$ cat src/rtl/sgr_pkg.sv
package sgr_pkg;

  // Frame-end happenings reported by the ramp controller to the indicator.
  typedef struct packed {
    logic start;     // movement begins
    logic stepped;   // one travel frame completed without reaching a limit
    logic hit_open;  // ramp clamped at the open limit
    logic hit_shut;  // ramp clamped at the closed limit
  } ramp_evt_t;

endpackage

$ cat src/rtl/sgr_frame_timer.sv
module sgr_frame_timer #(
  parameter int POS_W    = 15,
  parameter int FRAME_US = 20000
) (
  input  logic             clk,
  input  logic             rst,
  input  logic             tick,
  input  logic             restart,
  input  logic             out_en,
  input  logic [POS_W-1:0] width,
  output logic             frame_end,
  output logic             pulse
);
  localparam logic [POS_W-1:0] LAST = POS_W'(FRAME_US - 1);

  logic [POS_W-1:0] cnt;

  assign frame_end = tick && (cnt == LAST);

  always_ff @(posedge clk) begin
    if (rst) begin
      cnt   <= '0;
      pulse <= 1'b0;
    end else begin
      if (restart)        cnt <= '0;
      else if (frame_end) cnt <= '0;
      else if (tick)      cnt <= cnt + 1'b1;
      if (tick) pulse <= out_en && (cnt < width);
    end
  end

  // the tick position never leaves the frame
  p_cnt_in_frame_r1: assert property (@(posedge clk) disable iff (rst)
    cnt <= LAST);
  // a pulse only ever begins at the first tick of a frame
  p_rise_at_start_r1: assert property (@(posedge clk) disable iff (rst)
    $rose(pulse) |-> (cnt == POS_W'(1)));

endmodule

$ cat src/rtl/sgr_ramp_ctrl.sv
module sgr_ramp_ctrl
  import sgr_pkg::*;
#(
  parameter int POS_W        = 15,
  parameter int STEP_W       = 8,
  parameter int MID_US       = 1500,
  parameter int MIN_US       = 900,
  parameter int MAX_US       = 2100,
  parameter int RUNON_FRAMES = 25,
  parameter int ADJ_FRAMES   = 10
) (
  input  logic              clk,
  input  logic              rst,
  input  logic              frame_end,
  input  logic              up_req,
  input  logic              dn_req,
  input  logic              lim_upd,
  input  logic [POS_W-1:0]  closed_lim,
  input  logic [POS_W-1:0]  open_lim,
  input  logic [STEP_W-1:0] step_us,
  output logic [POS_W-1:0]  width,
  output logic              out_en,
  output logic              restart,
  output ramp_evt_t         evt
);
  localparam int RUN_MAX = (RUNON_FRAMES > ADJ_FRAMES) ? RUNON_FRAMES : ADJ_FRAMES;
  localparam int RUN_W   = $clog2(RUN_MAX + 1);
  localparam logic [POS_W-1:0] MID_W = POS_W'(MID_US);
  localparam logic [POS_W-1:0] MIN_W = POS_W'(MIN_US);
  localparam logic [POS_W-1:0] MAX_W = POS_W'(MAX_US);
  localparam logic [RUN_W-1:0] RUNON_N = RUN_W'(RUNON_FRAMES);
  localparam logic [RUN_W-1:0] ADJ_N   = RUN_W'(ADJ_FRAMES);

  logic             moving, dir_up;
  logic [RUN_W-1:0] run_cnt;

  logic             n_moving, n_dir_up, n_out_en;
  logic [RUN_W-1:0] n_run_cnt;
  logic [POS_W-1:0] n_width;

  logic [POS_W-1:0] closed_eff, open_eff;
  logic [POS_W:0]   step_x, sum_up, diff_dn;
  logic             up_hit, dn_hit, any_req;

  assign closed_eff = (closed_lim < MIN_W) ? MIN_W : closed_lim;
  assign open_eff   = (open_lim > MAX_W)   ? MAX_W : open_lim;
  assign step_x     = {{(POS_W + 1 - STEP_W){1'b0}}, step_us};
  assign sum_up     = {1'b0, width} + step_x;
  assign diff_dn    = {1'b0, width} - step_x;
  assign up_hit     = sum_up >= {1'b0, open_eff};
  assign dn_hit     = diff_dn[POS_W] || (diff_dn[POS_W-1:0] < closed_eff);
  assign any_req    = up_req || dn_req;

  always_comb begin
    n_moving  = moving;
    n_dir_up  = dir_up;
    n_out_en  = out_en;
    n_run_cnt = run_cnt;
    n_width   = width;
    restart   = 1'b0;
    evt       = '0;

    if (frame_end && out_en) begin
      if (moving) begin
        if (dir_up && up_hit) begin
          n_width      = open_eff;
          n_moving     = 1'b0;
          n_run_cnt    = RUNON_N;
          evt.hit_open = 1'b1;
        end else if (!dir_up && dn_hit) begin
          n_width      = closed_eff;
          n_moving     = 1'b0;
          n_run_cnt    = RUNON_N;
          evt.hit_shut = 1'b1;
        end else begin
          n_width     = dir_up ? sum_up[POS_W-1:0] : diff_dn[POS_W-1:0];
          evt.stepped = 1'b1;
        end
      end else if (run_cnt <= RUN_W'(1)) begin
        n_out_en  = 1'b0;
        n_run_cnt = '0;
      end else begin
        n_run_cnt = run_cnt - 1'b1;
      end
    end

    if (any_req) begin
      n_dir_up = !dn_req;
      if (!moving) begin
        n_moving  = 1'b1;
        n_out_en  = 1'b1;
        evt.start = 1'b1;
        restart   = !out_en;
      end
    end else if (lim_upd && !moving && !out_en) begin
      n_width   = (width >= MID_W) ? open_eff : closed_eff;
      n_run_cnt = ADJ_N;
      n_out_en  = 1'b1;
      restart   = 1'b1;
    end
  end

  always_ff @(posedge clk) begin
    if (rst) begin
      moving  <= 1'b1;
      dir_up  <= 1'b1;
      out_en  <= 1'b1;
      run_cnt <= '0;
      width   <= MID_W;
    end else begin
      moving  <= n_moving;
      dir_up  <= n_dir_up;
      out_en  <= n_out_en;
      run_cnt <= n_run_cnt;
      width   <= n_width;
    end
  end

  // width stays inside the mechanical window
  p_width_window_r2: assert property (@(posedge clk) disable iff (rst)
    (width >= MIN_W) && (width <= MAX_W));
  // width moves only on a frame end or a fresh frame start
  p_width_at_frame_r11: assert property (@(posedge clk) disable iff (rst)
    !$stable(width) |-> $past(frame_end || restart));
  // travel always has a live output
  p_moving_driven_r9: assert property (@(posedge clk) disable iff (rst)
    moving |-> out_en);
  // an opening overshoot lands exactly on the open limit and stops
  p_open_clamp_r5: assert property (@(posedge clk) disable iff (rst)
    (frame_end && out_en && moving && dir_up && up_hit && !any_req)
      |=> (!moving && (width == $past(open_eff))));
  // a closing undershoot lands exactly on the closed limit and stops
  p_shut_clamp_r6: assert property (@(posedge clk) disable iff (rst)
    (frame_end && out_en && moving && !dir_up && dn_hit && !any_req)
      |=> (!moving && (width == $past(closed_eff))));

endmodule

$ cat src/rtl/sgr_led_ind.sv
module sgr_led_ind
  import sgr_pkg::*;
#(
  parameter int BLINK_FRAMES = 12
) (
  input  logic      clk,
  input  logic      rst,
  input  ramp_evt_t evt,
  output logic      led_red,
  output logic      led_green
);
  localparam int BC_W = $clog2(BLINK_FRAMES + 1);
  localparam logic [BC_W-1:0] BC_LAST = BC_W'(BLINK_FRAMES - 1);

  logic [BC_W-1:0] blink_cnt;

  always_ff @(posedge clk) begin
    if (rst) begin
      led_red   <= 1'b1;
      led_green <= 1'b0;
      blink_cnt <= BC_LAST;
    end else if (evt.start) begin
      led_red   <= 1'b1;
      led_green <= 1'b0;
      blink_cnt <= BC_LAST;
    end else if (evt.hit_open) begin
      led_red   <= 1'b0;
      led_green <= 1'b1;
    end else if (evt.hit_shut) begin
      led_red   <= 1'b1;
      led_green <= 1'b0;
    end else if (evt.stepped) begin
      led_green <= 1'b0;
      if (blink_cnt == '0) begin
        led_red   <= !led_red;
        blink_cnt <= BC_LAST;
      end else begin
        blink_cnt <= blink_cnt - 1'b1;
      end
    end
  end

  // the two colours are never driven together
  p_one_colour_r8: assert property (@(posedge clk) disable iff (rst)
    !(led_red && led_green));
  // green only lights after an open clamp
  p_green_from_open_r5: assert property (@(posedge clk) disable iff (rst)
    $rose(led_green) |-> $past(evt.hit_open));

endmodule

$ cat src/rtl/servo_gate_ramp.sv
module servo_gate_ramp
  import sgr_pkg::*;
#(
  parameter int POS_W        = 15,
  parameter int STEP_W       = 8,
  parameter int FRAME_US     = 20000,
  parameter int MID_US       = 1500,
  parameter int MIN_US       = 900,
  parameter int MAX_US       = 2100,
  parameter int RUNON_FRAMES = 25,
  parameter int ADJ_FRAMES   = 10,
  parameter int BLINK_FRAMES = 12
) (
  input  logic              clk,
  input  logic              rst,
  input  logic              tick_us,
  input  logic              up_req,
  input  logic              dn_req,
  input  logic [POS_W-1:0]  closed_lim,
  input  logic [POS_W-1:0]  open_lim,
  input  logic [STEP_W-1:0] step_us,
  input  logic              lim_upd,
  output logic              servo_pwm,
  output logic              led_red,
  output logic              led_green
);
  logic             frame_end, restart, out_en;
  logic [POS_W-1:0] width;
  ramp_evt_t        evt;

  sgr_frame_timer #(.POS_W(POS_W), .FRAME_US(FRAME_US)) u_timer (
    .clk(clk), .rst(rst), .tick(tick_us), .restart(restart),
    .out_en(out_en), .width(width), .frame_end(frame_end), .pulse(servo_pwm)
  );

  sgr_ramp_ctrl #(
    .POS_W(POS_W), .STEP_W(STEP_W), .MID_US(MID_US), .MIN_US(MIN_US),
    .MAX_US(MAX_US), .RUNON_FRAMES(RUNON_FRAMES), .ADJ_FRAMES(ADJ_FRAMES)
  ) u_ramp (
    .clk(clk), .rst(rst), .frame_end(frame_end), .up_req(up_req),
    .dn_req(dn_req), .lim_upd(lim_upd), .closed_lim(closed_lim),
    .open_lim(open_lim), .step_us(step_us), .width(width),
    .out_en(out_en), .restart(restart), .evt(evt)
  );

  sgr_led_ind #(.BLINK_FRAMES(BLINK_FRAMES)) u_led (
    .clk(clk), .rst(rst), .evt(evt), .led_red(led_red), .led_green(led_green)
  );

endmodule

$ cat config.mk
export PLATFORM = sky130hd
export DESIGN_NAME = servo_gate_ramp
export DESIGN_NICKNAME = d
export VERILOG_FILES = /design/src/rtl/sgr_pkg.sv /design/src/rtl/sgr_frame_timer.sv /design/src/rtl/sgr_ramp_ctrl.sv /design/src/rtl/sgr_led_ind.sv /design/src/rtl/servo_gate_ramp.sv
export SDC_FILE = /design/constraint.sdc
export NUM_CORES = 1
export LEC_CHECK = 0
export BUFFER_PORTS_ARGS = -buffer_cell sky130_fd_sc_hd__buf_2
export CAP_MARGIN = 30
export CORE_MARGIN = 4
export CORE_UTILIZATION = 50
export CTS_BUF_LIST = sky130_fd_sc_hd__clkbuf_16
export DETAILED_ROUTE_END_ITERATION = 10
export GPL_ROUTABILITY_DRIVEN = 0
export PLACE_DENSITY = 0.69
export SETUP_SLACK_MARGIN = 0.3
export SYNTH_ARGS = -nofsm -noshare
export SYNTH_HDL_FRONTEND = slang
export SYNTH_HIERARCHICAL = 1
export SYNTH_SLANG_ARGS = --single-unit
$ cat constraint.sdc
create_clock -name clk -period 6.07 [get_ports clk]
set_input_delay 0 -clock clk [delete_from_list [all_inputs] [get_ports clk]]
set_output_delay 0 -clock clk [all_outputs]
set_load 0.005 [all_outputs]
# Word level (Yosys, flattened, before mapping)
# Cells that the tools add are included.
# op_classes
n_lt_le_gt_ge	7
n_eq_ne	1
addsub	5
mux	47
reduce_logical	21
n_bitwise	2
# ops
op	count
two-way mux 15 bit	10
two-way mux 5 bit	7
less-than comparator 15 bit	2
two-way mux 1 bit	27
adder 15 x 8 -> 16 bit	1
>= comparator 16 x 15 -> 1 bit	1
subtractor 15 x 8 -> 16 bit	1
adder 15 x 1 -> 15 bit, second input constant	1
equality test 15 bit, second input constant	1
>= comparator 15 x 11 -> 1 bit, second input constant	1
greater-than comparator 15 x 12 -> 1 bit, second input constant	1
less-than comparator 15 x 10 -> 1 bit, second input constant	1
logical AND 1 bit	7
two-way mux 3 bit	2
nonzero test 3 bit	2
less-or-equal comparator 5 x 1 -> 1 bit, second input constant	1
logical NOT 1 bit	5
subtractor 5 x 1 -> 5 bit, second input constant	1
logical NOT 4 bit	1
two-way mux 4 bit	1
subtractor 4 x 1 -> 4 bit, second input constant	1
AND reduction 3 bit	1
OR reduction 3 bit	1
logical OR 1 bit	2
other kinds (3)	4
# word_totals
word_cells	93
inputBits	44
output_inout_bits	3
regBits	45

# Longest topological paths before layout
# Gate-level depths: netlist of run 1.
# logic_depth
word_depth	12
mapped_depth	20
depth_no_buf	20

# By module
# The synthesis of run 1 kept the hierarchy.
# by_module_without_submodules
module	n_inst	cells_each	seq_area_each_um2	area_per_inst_um2
sgr_ramp_ctrl	1	503	460.4	3716.1
sgr_frame_timer	1	134	320.3	1196.1
sgr_led_ind	1	33	120.1	304.0

# Least setup slack after synthesis of run 1
# OpenSTA, ideal clock, no wires.
# synth_timing
path_kind	reg2reg
startpoint	register u_ramp.width[4]
endpoint	register u_led.blink_cnt[3]
t_arrival_ns	4.067
path_stages_with_launch	18
slack_ns	1.861
required_time_ns	5.929
path_buffers	1
setup_ns	0.141
period_less_slack_ns	4.209
cell_sequence	dfxtp_1 -> ha_1 -> buf_2 -> nor2_2 -> a221oi_2 -> o221a_2 -> o311ai_4 -> nand3_1 -> xnor2_1 -> ha_1 -> a2111oi_0 -> a311oi_1 -> nor2_2 -> nand2_1 -> nor2_1 -> or3b_4 -> o41ai_2 -> o311ai_1
# synth_rtl
element	line	text
start, declared	sgr_ramp_ctrl.sv:21	output logic [POS_W-1:0] width,
start signal, assigned	sgr_ramp_ctrl.sv:115	width <= n_width;
end signal, assigned	sgr_led_ind.sv:38	blink_cnt <= blink_cnt - 1'b1;
end, declared	sgr_led_ind.sv:15	logic [BC_W-1:0] blink_cnt;

==> results of run 1 <==
==> stage by stage <==
step	power, W	std cells	hold slack [ps]
floorplan	0.0004158	672	76.79
finish	0.0007804	842	37.67
CTS	0.0007806	842	32.97
detailed placement	0.0004699	833	289.9
global placement	0.0004668	832	280.2
global route	0.0008146	842	72.75
==> flip-flops by register name (all words and copies together) (netlist names) <==
signal	flops
u_led/blink_cnt	4
u_ramp/width	15
u_timer/cnt	15
u_led/led_red	1
u_led/led_green	1
u_ramp/out_en	1
u_timer/pulse	1
u_ramp/dir_up	1
u_ramp/run_cnt	5
u_ramp/moving	1
==> final cells by class <==
| type | count | share of cell area [%] |
|---|---|---|
| clock inverter | 3 | 0.7237 |
| tap | 136 | 2.982 |
| timing repair buffer | 50 | 4.561 |
| multi-input combinational | 556 | 70.66 |
| sequential | 45 | 15.79 |
| clock buffer | 5 | 2.193 |
| inverter | 47 | 3.092 |
==> worst max-delay path, delay by kind of cell (launching register included) <==
family	cells	cell delay, ps
xor gates and xnor gates	1	240
adders and majority gates	2	680
AOI/OAI and AO/OA	7	1890
DFF	1	470
and+or+nand+nor	6	1650
==> power breakdown <==
group          internal (W)  switching (W)
logic             0.0000656       0.000103
registers          0.000298     0.00000248
clock network      0.000193       0.000119
total              0.000556       0.000224
==> worst paths after layout <==
path | start | slack [ps] | to | depth (start not counted)
worst max-delay path | u_ramp/width[3] | 1010 | u_led/blink_cnt[3] | 16
worst min-delay path | open_lim[2] | 40 | u_ramp/width[2] | 3
worst max register to register | u_ramp/width[3] | 1010 | u_led/blink_cnt[3] | 16
worst min register to register | u_led/led_green | 530 | u_led/led_green | 2
==> cell families (layout without fill, tap and decap cells) <==
family                     count (synthesis)  count (layout)
xor gates and xnor gates                  37              37
DFF                                       45              45
AOI/OAI and AO/OA                        191             191
buffers and inverters                     71             105
other                                      1               3
muxes                                      7               7
and+or+nand+nor                          253             253
adders and majority gates                 65              65
==> placed cells by master, fill, tap and decap left out, drive strengths merged, types with 8 or more instances in the layout <==
master / netlist / final
o211ai: 14 / 14
inv: 46 / 46
o21a: 10 / 10
nand2: 46 / 46
nor2: 82 / 82
and3: 8 / 8
a211oi: 10 / 10
buf: 8 / 49
nor3: 22 / 22
xnor2: 25 / 25
nand2b: 12 / 12
a31oi: 16 / 16
or2: 9 / 9
o21ai: 28 / 28
nand4: 12 / 12
a21oi: 47 / 47
dfxtp: 45 / 45
xor2: 12 / 12
nand3: 24 / 24
ha: 63 / 63
==> routing by layer <==
metal	global-route usage (%)	vias to the layer above	share of wire, %	routed length, um
met4	8.883	0	3.3	512
met2	42.20	259	46	7094
met5	0	-	0	0
li1	-	2548	-	-
met1	36.78	2479	44	6868
met3	2.621	45	7.1	1099
==> summary.txt, run 1 <==
Slew @ Worst Pin = 952.8 ps
PnR worst setup slack = 1008 ps
Post-synth EDFFs = 0
Max Freq = 0.1975 GHz
Synth area leaders = dfxtp_1 17%, ha_1 15%, nor2_1 4.9%
I/O Buffers = 46
TritonCTS clock tree = yes
Total grt overflow = 0
Final clock skew = 7.622 ps
Leak pwr = 2.382 nW
Worst Path Max Fanout = 9
Outcome = finished, final reports clean
Slowest stage delay, CP = 490 ps
Number of remaining DRC errors = 0
Max VDD drop = 152.8 uV
Initial antenna violation count = 0
Worst-path clk slew = 70 ps
Core footprint = 10,230 um^2
Worst slack, placed = 1062 ps
I/O Pins = 47
Die area = 12,130 um^2
Drt initial violations = 462
Cell Area, Synth = 5216 um^2
Rows = 37
Die X = 110.1 um
Post-Synth Simple-Gate Area = 27.01%
Critical path cell sequence = ha_1 -> nor2_2 -> a221oi_2 -> o221a_2 -> o311ai_4 -> nand3_1 -> xnor2_1 -> ha_1 -> a2111oi_0 -> a311oi_1 -> nor2_2 -> nand2_1 -> nor2_1 -> or3b_4 -> o41ai_2 -> o311ai_1
Largest net degree at the start of global routing = 27
Synth Area per Inst = 7.785 um^2
Antenna Cells = 0
Area Overhead vs Synth = 9.379%
Synth Flop Type = dfxtp_1
Finished Cell Area = 5705 um^2
Nature of the critical path endpoint = register
DIE HEIGHT = 110.1 um
Ys Warns = 6
Area after DPL = 5529 um^2
Clk_lat worst skew = 280 ps
Synth top area share = 17.27%
Via count = 5,331
Per-cell routed wire length = 18.50 um
Crit path arrival time = 5210 ps
Count leader, synth = nor2_1
Post-synthesis register bit count = 45
Initial core utilization = 50.98%
First-pass GRT wire length = 25,390 um
Share of the yosys chip area belonging to registers = 17.27%
Post-synth cell types = 89
Hold_buf cts = 1
Post-Route Utilization = 55.77%
Drt via density = 6.331
Routed Antenna Nets = 0
Setup-failing EPs final = 0
Period utilisation layout = 83.40%
Synth top cells by count = 68 x nor2_1, 63 x ha_1, 46 x a21oi_1
Hold/Removal Path Class = input port to register
Max_slew headroom = 36.33%
DP HPWL = 12,230 um
Final #Nets = 814
Largest family of logic cells by synthesized area = simple AND/OR/NAND/NOR gates
Share of cells above drive strength 1 = 16.29%
Crit start category = register
Mux share of post-synthesis cell area = 1.415%
H-Tree Level Count = 2
Drt first pass iters = 5
Worst EP required = 6210 ps
Final hold violation count = 0
Fraction of the mapped netlist area in compound gates = 26.55%
RSZ-0062 raised after global routing = no
Total routed wirelength = 15,580 um
Top cell type by total area after synthesis = dfxtp_1
Clock sink total = 45
Asr flop ratio synth = 0%
Synth Area in Adders = 15.88%
Vias in the first global route = 5,032
Slew Viols, Final = 0
FILL cells = 969
Post-CTS Setup Bufs = 0
Power per standard cell area = 136.8 nW/um^2
Mapped Cells = 670
Post-cts sizing count = 0
Crit path max-delay cell type = a2111oi_0
Setup TNS = 0 ps
Fin crit period = 5062 ps
GRT Overall Usage = 26.28%
Multi-input logic area = 4031 um^2
Sequential cell area = 900.9 um^2
XOR/XNOR share of the synthesized area = 6.213%
CTS root buf = clkbuf_16
Buffer depth of the longest clock path = 2
Crit Path Class = register to register
CTS buffer count = 5
Maxcap violations = 0
(Power assumes the default switching activity.)
==> inputs of run 2 (changes only) <==
--- a/config.mk
+++ b/config.mk
@@ -12,7 +12,7 @@
 export CTS_BUF_LIST = sky130_fd_sc_hd__clkbuf_16
 export DETAILED_ROUTE_END_ITERATION = 10
 export GPL_ROUTABILITY_DRIVEN = 0
-export PLACE_DENSITY = 0.69
+export PLACE_DENSITY = 0.72
 export SETUP_SLACK_MARGIN = 0.3
 export SYNTH_ARGS = -nofsm -noshare
 export SYNTH_HDL_FRONTEND = slang
==> constraint.sdc (replaced) <==
create_clock -name clk -period 4.3 [get_ports clk]
set_input_delay 0 -clock clk [delete_from_list [all_inputs] [get_ports clk]]
set_output_delay 0 -clock clk [all_outputs]
set_load 0.005 [all_outputs]
==> run 2 against run 1 <==
Effect of this change:
- combinational power up 77%
- register-to-register slack got worse by 920 ps
- hold slack worse by 13 ps
- die area stayed put
- sequential power rose by 41%
- flip-flop and latch count unchanged
- sequential share of layout area is 2.2 points lower
==> summary.txt, run 2 (synthesis gave the netlist of run 1 again) <==
Drt via density = 6.416 (+1.3%)
H-Tree Level Count = 2 (unchanged)
Leak pwr = 2.829 nW (+19%)
Worst Path Max Fanout = 4 (-5)
Max Freq = 0.2377 GHz (+20%)
Hold/Removal Path Class = input port to register
CTS buffer count = 5 (unchanged)
Final hold violation count = 0 (unchanged)
Slew Viols, Final = 0 (unchanged)
Final #Nets = 888 (+9.1%)
Die X = 110.1 um (unchanged)
Reg power frac = 37.9% (-0.5 points)
Fin crit period = 4207 ps (-854.8 ps)
Via count = 5,877 (+10%)
WHS = 24.76 ps (-12.91 ps)
Logic pwr share = 26.7% (+5.1 points)
Total routed wirelength = 18,480 um (+19%)
Setup-failing EPs final = 0 (unchanged)
Clk_lat worst skew = 300 ps (+20 ps)
Maxcap violations = 0 (unchanged)
First-pass GRT wire length = 29,210 um (+15%)
Switching Fraction = 31.91% (+3.2 points)
Number of remaining DRC errors = 0 (unchanged)
Crit start category = register
Multi-input logic area = 4446 um^2 (+10%)
I/O Buffers = 46 (unchanged)
Power per standard cell area = 166.6 nW/um^2 (+22%)
Die area = 12,130 um^2 (unchanged)
Largest net degree at the start of global routing = 27 (unchanged)
Rows = 37 (unchanged)
Internal power = 0.0007592 W (+37%)
Worst reg2reg path depth = 20 (+4)
Largest registers = u_ramp/width: 15 flops, u_timer/cnt: 15 flops, u_ramp/run_cnt: 5 flops
RSZ-0062 raised after global routing = yes
FILL cells = 859 (-11%)
Sink of the worst hold path = u_ramp/moving
Initial core utilization = 50.98% (unchanged)
Core footprint = 10,230 um^2 (unchanged)
DP HPWL = 13,070 um (+6.9%)
Vias in the first global route = 5,832 (+16%)
Nature of the critical path endpoint = register
Period utilisation layout = 97.84% (+14 points)
Reg2Reg Launch Point = u_ramp/width[0]
I/O Pins = 47 (unchanged)
Share of cells above drive strength 1 = 31.67% (+15 points)
Worst Min Path Start = up_req
Most frequent cells in the layout = 71 x buf_4, 66 x nor2_1, 54 x ha_1
Drt initial violations = 498 (+7.8%)
Crit Path Class = register to register
Worst-path clk slew = 80 ps (about the same)
FF-to-FF End = u_led/blink_cnt[3]
Per-cell routed wire length = 20.17 um (+9.1%)
Area Overhead vs Synth = 28.33%
Post-Route Utilization = 65.43% (+9.7 points)
Outcome = finished, final reports clean
Commonest non-fill, non-tap cell in the layout = buf_4
Clock sink total = 45 (unchanged)
Antenna Cells = 0 (unchanged)
Crit path arrival time = 4350 ps (-860 ps)
CTS root buf = clkbuf_16
Final clock skew = 12.34 ps (+4.720 ps)
GRT Overall Usage = 30.85% (+4.6 points)
Max VDD drop = 155.3 uV (+1.6%)
Drt first pass iters = 6 (+1)
Total grt overflow = 0 (unchanged)
DIE HEIGHT = 110.1 um (unchanged)
TritonCTS clock tree = yes
Sequential cell area = 909.6 um^2 (+0.97%)
Max_slew headroom = 39.01% (+2.7 points)
Clk network pwr share = 35.4% (-4.6 points)
Reg2Reg Setup Slack = 90 ps (-920 ps)
Slew @ Worst Pin = 913.5 ps (-39.34 ps)
Routed Antenna Nets = 0 (unchanged)
Buffer depth of the longest clock path = 2 (unchanged)
Psw = 0.0003558 W (+59%)
Initial antenna violation count = 0 (unchanged)
Worst EP required = 4450 ps (-1760 ps)
Hold-critical path depth = 3 (unchanged)
run 2: cell type report:
cell class	count	area share (%)
inverters	47	2.636
flip-flops and latches	45	13.59
multi-input cells	556	66.41
clock buffers	5	1.869
well taps	136	2.542
repair buffers	124	12.67
clock inverters	3	0.2804
run 2: what timing repair did:
action,4_1_cts,5_1_grt
setup buffers,36,11
gates resized for setup,51,34
endpoints found under the hold margin,1,0
endpoints found under the setup margin,24,25
hold buffers,2,0
pin swaps,31,36
run 2: layer usage:
| layer | GRT usage [%] | up-vias | wire length, um |
|---|---|---|---|
| met5 | 0 | - | 0 |
| met4 | 17.41 | 0 | 1381 |
| met3 | 4.659 | 123 | 1550 |
| met2 | 51.34 | 347 | 8451 |
| met1 | 37.92 | 2718 | 7093 |
| li1 | - | 2689 | - |
run 2: power groups by stage:
stage                     Clock (W)  Sequential (W)  Combinational [W]
after detailed placement          0        0.000433           0.000237
final                      0.000395        0.000423           0.000298
after floorplan                   0        0.000433           0.000156
after global placement            0        0.000433           0.000229
after global routing       0.000418        0.000423           0.000320
after CTS                  0.000398        0.000423           0.000265
run 2: how the worst max path moves through the flow:
stage                          to             from  slack (ps)
3_5_place_dp   u_led/blink_cnt[3]  u_ramp/width[0]        -170
4_1_cts        u_led/blink_cnt[3]  u_ramp/width[0]         210
6_report       u_led/blink_cnt[3]  u_ramp/width[0]          90
3_3_place_gp      u_ramp/width[2]  u_ramp/width[0]          50
2_1_floorplan  u_led/blink_cnt[3]  u_ramp/width[0]         310
5_1_grt           u_ramp/width[5]  u_ramp/width[0]        -120
run 2: critical path, cell delays in order, from the launching register on:
cell	delay, ps
dfxtp_2	340
inv_2	70
ha_4	130
inv_2	40
fa_2	360
a211oi_2	250
o21ai_1	100
nor3b_4	180
o41ai_2	220
o21ai_1	140
ha_1	330
nand4_1	130
nor4_2	340
o221ai_2	170
nand3_2	170
nand2_4	80
nand2_4	110
nor2_4	40
or3b_4	410
o41ai_2	290
o311ai_1	150
run 2: stage by stage:
stage / setup slack, ps / cell area [um^2] / instances / power [W] / TNS, ps
floorplan: 309.2 / 5255 / 672 / 0.0005883 / 0
global placement: 52.54 / 5758 / 859 / 0.0006621 / 0
detailed placement: -173.0 / 5758 / 859 / 0.0006700 / -608.2
CTS: 209.8 / 6456 / 905 / 0.001086 / 0
global route: -116.8 / 6694 / 916 / 0.001161 / -508.9
finish: 92.73 / 6694 / 916 / 0.001115 / 0
